### config.mk
export PLATFORM = sky130hd
export DESIGN_NAME = vid_cmd_decoder
export DESIGN_NICKNAME = d
export VERILOG_FILES = /design/src/rtl/vid_cmd_decoder.sv
export SDC_FILE = /design/constraint.sdc
export NUM_CORES = 1
export LEC_CHECK = 0
export BUFFER_PORTS_ARGS = -buffer_cell sky130_fd_sc_hd__buf_2
export CAP_MARGIN = 5
export CORE_AREA = 10 10 92 94
export CTS_CLUSTER_DIAMETER = 150
export DETAILED_ROUTE_END_ITERATION = 7
export DIE_AREA = 0 0 102 104
export HOLD_SLACK_MARGIN = 0.1
export PLACE_DENSITY = 0.86
export SYNTH_ARGS = -nofsm -noshare
export SYNTH_HDL_FRONTEND = slang
export SYNTH_SLANG_ARGS = --single-unit
### constraint.sdc
create_clock -name clk -period 3.5 [get_ports clk]
set_input_delay 0.175 -clock clk [delete_from_list [all_inputs] [get_ports clk]]
set_output_delay 0.175 -clock clk [all_outputs]
set_load 0.02 [all_outputs]
### src/rtl/vid_cmd_decoder.sv
module vid_cmd_decoder #(
  parameter int NUM_REGS  = 24,
  parameter int MODE_REG  = 1,
  parameter int STEP_REG  = 15,
  parameter int BASIC_MAX = 10
) (
  input  logic        clk,
  input  logic        rst_n,
  input  logic        ctrl_wr,
  input  logic [15:0] ctrl_data,
  input  logic        status_rd,
  input  logic        data_acc,
  output logic        reg_we,
  output logic [4:0]  reg_idx,
  output logic [7:0]  reg_val,
  output logic [7:0]  acc_type,
  output logic [15:0] acc_addr,
  output logic        addr_ext,
  output logic        dma_req
);

  localparam int IDX_W = 5;

  logic [7:0]  regs [NUM_REGS];
  logic [31:0] cmd;
  logic        pending;

  logic [IDX_W-1:0] widx;
  logic             is_reg, idx_ok;
  logic [31:0]      cmd_eff;
  logic [7:0]       dec_type;
  logic [15:0]      dec_addr;
  logic [15:0]      step;

  assign widx    = ctrl_data[12:8];
  assign is_reg  = !pending && (ctrl_data[15:14] == 2'b10);
  assign idx_ok  = (32'(widx) < NUM_REGS) &&
                   ((32'(widx) <= BASIC_MAX) || regs[MODE_REG][2]);
  assign cmd_eff = (ctrl_wr && pending) ? {cmd[31:16], ctrl_data} : cmd;
  assign dec_addr = {cmd_eff[1:0], cmd_eff[29:16]};
  assign step    = {8'h00, regs[STEP_REG]};

  always_comb begin
    dec_type = {4'b0000, cmd_eff[5:4], cmd_eff[31:30]};
    if (dec_type == 8'h01 && regs[MODE_REG][7])
      dec_type[7] = 1'b1;
  end

  always_ff @(posedge clk) begin
    if (!rst_n) begin
      for (int i = 0; i < NUM_REGS; i++) regs[i] <= 8'h00;
      cmd      <= '0;
      pending  <= 1'b0;
      reg_we   <= 1'b0;
      reg_idx  <= '0;
      reg_val  <= '0;
      acc_type <= '0;
      acc_addr <= '0;
      addr_ext <= 1'b0;
      dma_req  <= 1'b0;
    end else begin
      reg_we  <= 1'b0;
      dma_req <= 1'b0;
      if (ctrl_wr) begin
        if (pending) begin
          cmd[15:0] <= ctrl_data;
          pending   <= 1'b0;
          acc_type  <= dec_type;
          acc_addr  <= dec_addr;
          addr_ext  <= cmd_eff[2];
          dma_req   <= ctrl_data[7];
        end else if (is_reg) begin
          acc_type <= 8'h00;
          if (idx_ok) begin
            regs[widx] <= ctrl_data[7:0];
            reg_we     <= 1'b1;
            reg_idx    <= widx;
            reg_val    <= ctrl_data[7:0];
          end
        end else begin
          cmd[31:16] <= ctrl_data;
          pending    <= 1'b1;
        end
      end else if (data_acc) begin
        pending <= 1'b0;
        if (pending) begin
          acc_type <= dec_type;
          addr_ext <= cmd_eff[2];
          acc_addr <= dec_addr + step;
        end else begin
          acc_addr <= acc_addr + step;
        end
      end else if (status_rd) begin
        pending <= 1'b0;
      end
    end
  end

  assert_reg_pulse_R1: assert property (@(posedge clk) disable iff (!rst_n)
    reg_we |-> ($past(ctrl_wr) && !$past(pending) && $past(ctrl_data[15:14]) == 2'b10));

  assert_upper_pending_R2: assert property (@(posedge clk) disable iff (!rst_n)
    (ctrl_wr && !pending && ctrl_data[15:14] != 2'b10) |=> (pending && $stable(acc_addr)));

  assert_dma_source_R3: assert property (@(posedge clk) disable iff (!rst_n)
    dma_req |-> ($past(ctrl_wr) && $past(pending) && $past(ctrl_data[7])));

  assert_dma_single_R3: assert property (@(posedge clk) disable iff (!rst_n)
    dma_req |=> !dma_req || $past(ctrl_wr));

  assert_status_clear_R7: assert property (@(posedge clk) disable iff (!rst_n)
    (status_rd && !ctrl_wr && !data_acc) |=> !pending);

  assert_idx_gate_R9: assert property (@(posedge clk) disable iff (!rst_n)
    reg_we |-> (32'(reg_idx) < NUM_REGS));

  assert_step_R10: assert property (@(posedge clk) disable iff (!rst_n)
    (data_acc && !ctrl_wr && !pending) |=>
      (acc_addr == 16'($past(acc_addr) + $past(step)) && $stable(addr_ext)));

endmodule

==> impl_summary.txt <==
----------------------------------------------------
[Global route]
  Grt total ovfl ... 0
  Number of global-route vias before repair ... around 3200
  Pin count of the biggest net entering global routing ... 39
  Wire length of the first global-routing pass ... between 15000 and 20000 um
  GR Util All Layers ... roughly a fifth
  Initial antenna violation count ... 0

[Floorplanning]
  Core Rows ... 30
  Placeable core area ... 6680 sq um
  Starting utilization of the core area ... between 50% and 60%
  Die Area ... roughly 11000 sq um
  IO Count ... 61
  Chip Width ... a little over 100 um
  Die height ... around 100 um

[Timing]
  Number of max-slew violations in the final report ... 0
  Slew margin rel. ... 34.5%
  Final clock skew ... roughly 6.6 ps
  Setup repair after global routing missed its margin ... false
  Setup violators final ... 0
  Final critical delay including setup and external delays ... roughly 2900 ps
  Actual slew at the worst max-slew pin ... approximately 980 ps
  Final hold violation count ... 0
  Share of the clock period used by the worst path ... 82.2%
  Accumulated negative setup slack ... 0 ps
  Maximum achievable frequency ... around 350 MHz

[Final layout]
  Most common cell after layout, fill and taps aside ... sky130_fd_sc_hd__nand2_1
  # diodes ... 0
  Final net count ... 495
  Most frequent cells in the layout ... sky130_fd_sc_hd__nand2_1 (60), sky130_fd_sc_hd__dfxtp_1 (59), sky130_fd_sc_hd__buf_2 (57), sky130_fd_sc_hd__a21oi_1 (51), sky130_fd_sc_hd__nor2_1 (29)
  Final core occ ... roughly 63%
  Fraction of layout instances using a drive strength above 1 ... around 21%
  Syn-to-layout area delta ... 15.1%

[Critical path]
  Largest fanout on the critical path ... 14
  Critical Path Start Type ... flop
  Destination of the critical timing path ... acc_addr[8]
  Delay of the slowest cell on the worst path ... roughly 700 ps
  Worst Reg-to-Reg Cells ... 9
  Critical R2R Launch ... pending
  Endpoint of the worst-slack reg-to-reg timing path ... acc_addr[8]
  Total buffers and inverters traversed by the critical path ... 1
  Worst path top cell family by delay ... compound AO/OA/AOI/OAI gates
  Slowest stage cell, crit path ... sky130_fd_sc_hd__dfxtp_1
  Worst Path Arrival ... 3180 ps
  Minimum setup slack among reg-to-reg paths ... around 620 ps
  Source of the critical timing path ... pending
  Category of the critical setup timing path ... flop to flop
  Required arrival time at the worst endpoint ... 3800 ps
  Chain of cells forming the critical path ... mux2_2 -> ha_1 -> inv_1 -> fa_1 -> nand2b_1 -> a211oi_2 -> nor2_1 -> a311o_1 -> a21oi_2
  Crit path capture type ... flop
  CP Depth ... 9

[Place]
  Gp weighted congestion ... 0.969
  HPWL after DPL ... slightly below 7000 um
  Count of port buffers added during placement ... 57

[Clock network]
  Post-cts gate resize count ... 0
  Number of buffers inserted by post-CTS setup repair ... 0
  Clk Latency, worst-skew pair ... 360 ps
  CTS tree ... yes
  Number of clock sinks ... 69
  Number of H-tree levels ... 3
  Hold buffer count at cts ... 8
  Clock-pin slew on the worst setup and hold paths ... 80 ps
  Num CTS Buffers ... 9
  Number of buffers between clock root and the deepest sink ... 2
  Clock root buffer master ... sky130_fd_sc_hd__clkbuf_8

[Logic synthesis]
  Number of enable flip-flop cells after synthesis ... 10
  Mapped Cells ... approximately 410
  Post-synthesis instance area ... 3630 sq um
  Predominant post-synthesis flop cell ... sky130_fd_sc_hd__dfxtp_1
  Yosys cell types ... 63
  Average footprint of a synthesized cell ... between 8 and 9 sq um
  Share of synthesized flip-flops with an asynchronous set or reset ... 0%
  Flip-flop and latch count after synthesis ... 69
  Share of synthesized area occupied by flip-flops and latches ... 40.8%
  Ys Warns ... 0

[Power and ir drop]
  Worst vdd rail ir drop ... roughly 0.00031 V
  Power density normalized to cell area ... roughly 430 nW/um^2
  LEAKAGE ... 1.79 nW

[Routing]
  Routed wire length per instance ... roughly 18 um
  Routed via count divided by cell count ... 6.06
  Initial DRC count ... ~310
  Pre-antenna DRT Iters ... 5
  WL final ... around 9800 um
  DRC violations left ... 0
  Final antenna-violating net count ... 0
  Total vias in the final route ... 3332

[Worst hold path]
  Worst Hold Class ... primary input to flop

[Run status]
  Result of the run ... complete, no violations

[Flow run]
  Count of maximum capacitance violations ... 0

----------------------------------------------------
-- layer usage --
| metal | vias to the layer above | routed length [um] | global-route usage (%) |
|---|---|---|---|
| met5 | - | 0 | 0 |
| met1 | 1580 | 4110 | 23.9 |
| met3 | 20 | 930 | 5.71 |
| met2 | 149 | 4580 | 28.5 |
| met4 | 0 | 167 | 6.96 |
| li1 | 1583 | - | - |
-- cell usage after synthesis (6+ instances only) --
| library cell | count | area, sq um |
|---|---|---|
| sky130_fd_sc_hd__edfxtp_1 | 10 | 300 |
| sky130_fd_sc_hd__mux2i_1 | 24 | 240 |
| sky130_fd_sc_hd__buf_2 | 7 | 35.0 |
| sky130_fd_sc_hd__nand2_1 | 60 | 225 |
| sky130_fd_sc_hd__and2_1 | 9 | 56.3 |
| sky130_fd_sc_hd__clkbuf_1 | 10 | 37.5 |
| sky130_fd_sc_hd__mux2_2 | 7 | 78.8 |
| sky130_fd_sc_hd__ha_1 | 8 | 100 |
| sky130_fd_sc_hd__dfxtp_1 | 59 | 1180 |
| sky130_fd_sc_hd__inv_1 | 8 | 30.0 |
| sky130_fd_sc_hd__nor2_1 | 29 | 109 |
| sky130_fd_sc_hd__nand2b_1 | 6 | 37.5 |
| sky130_fd_sc_hd__a21oi_1 | 51 | 255 |
| sky130_fd_sc_hd__nor3_1 | 6 | 30.0 |
| sky130_fd_sc_hd__a22oi_1 | 7 | 52.6 |
| sky130_fd_sc_hd__o21ai_0 | 11 | 55.1 |
-- flip-flops by register name (all words and copies together), names as in the netlist --
| name | flops |
|---|---|
| cmd | 21 |
| acc_addr | 16 |
| regs | 10 |
| reg_val | 8 |
| acc_type | 5 |
| reg_idx | 5 |
| addr_ext | 1 |
| dma_req | 1 |
| pending | 1 |
| reg_we | 1 |
-- stage by stage --
stage	power, mW	instance area, sq um	hold WS [ps]	setup slack [ps]	cells
floorplan	1.06	3640	311	776	410
global placement	1.12	3910	436	808	526
detailed placement	1.13	3910	441	745	526
CTS	1.78	4190	102	701	550
global route	1.85	4190	121	480	550
finish	1.79	4190	102	622	550
-- worst reg2reg max path: cells and delay by family (launching register included) --
| kind | cells | cell delay, ps |
|---|---|---|
| AOI/OAI and AO/OA | 3 | 820 |
| adders and majority gates | 2 | 580 |
| buffers and inverters | 1 | 60 |
| DFF | 1 | 710 |
| muxes | 1 | 270 |
| and+or+nand+nor | 2 | 380 |
-- final cells by class --
class / count / area (sq um)
Timing Repair Buffer: 69 / 395
Tap cell: 80 / 100
Clock inverter: 7 / 73.8
Multi-Input combinational cell: 307 / 1980
Fill cell: 555 / 2500
Inverter: 9 / 33.8
Clock buffer: 9 / 124
Sequential cell: 69 / 1480
-- kinds of logic after synthesis --
logic type,count (synthesis),share of synthesized area (%)
compound gates,114,20.8
mux,32,9.19
xor+xnor,5,1.21
buf+inv,34,5.06
flops,69,40.8
simple gates,144,19.6
fa+ha+maj,9,3.30
other cells,1,0.103
-- report_power, final --
part / internal (mW) / switching [mW] / leakage, nW / total, mW
combinational: 0.0956 / 0.161 / 1.12 / 0.256
sequential: 0.834 / 0.0344 / 0.583 / 0.869
clock: 0.330 / 0.336 / 0.0895 / 0.666
-- worst min path at each step --
stage | depth (start not counted) | slack [ps] | start | end
CTS | 3 | 100 | ctrl_data[0] | cmd[16]
floorplan | 2 | 310 | ctrl_data[2] | cmd[2]
detailed placement | 3 | 440 | ctrl_data[3] | cmd[19]
finish | 3 | 100 | ctrl_data[0] | cmd[16]
global placement | 3 | 440 | ctrl_data[13] | cmd[29]
global route | 3 | 120 | ctrl_data[4] | cmd[20]
Power figures use the tool's default switching activity.
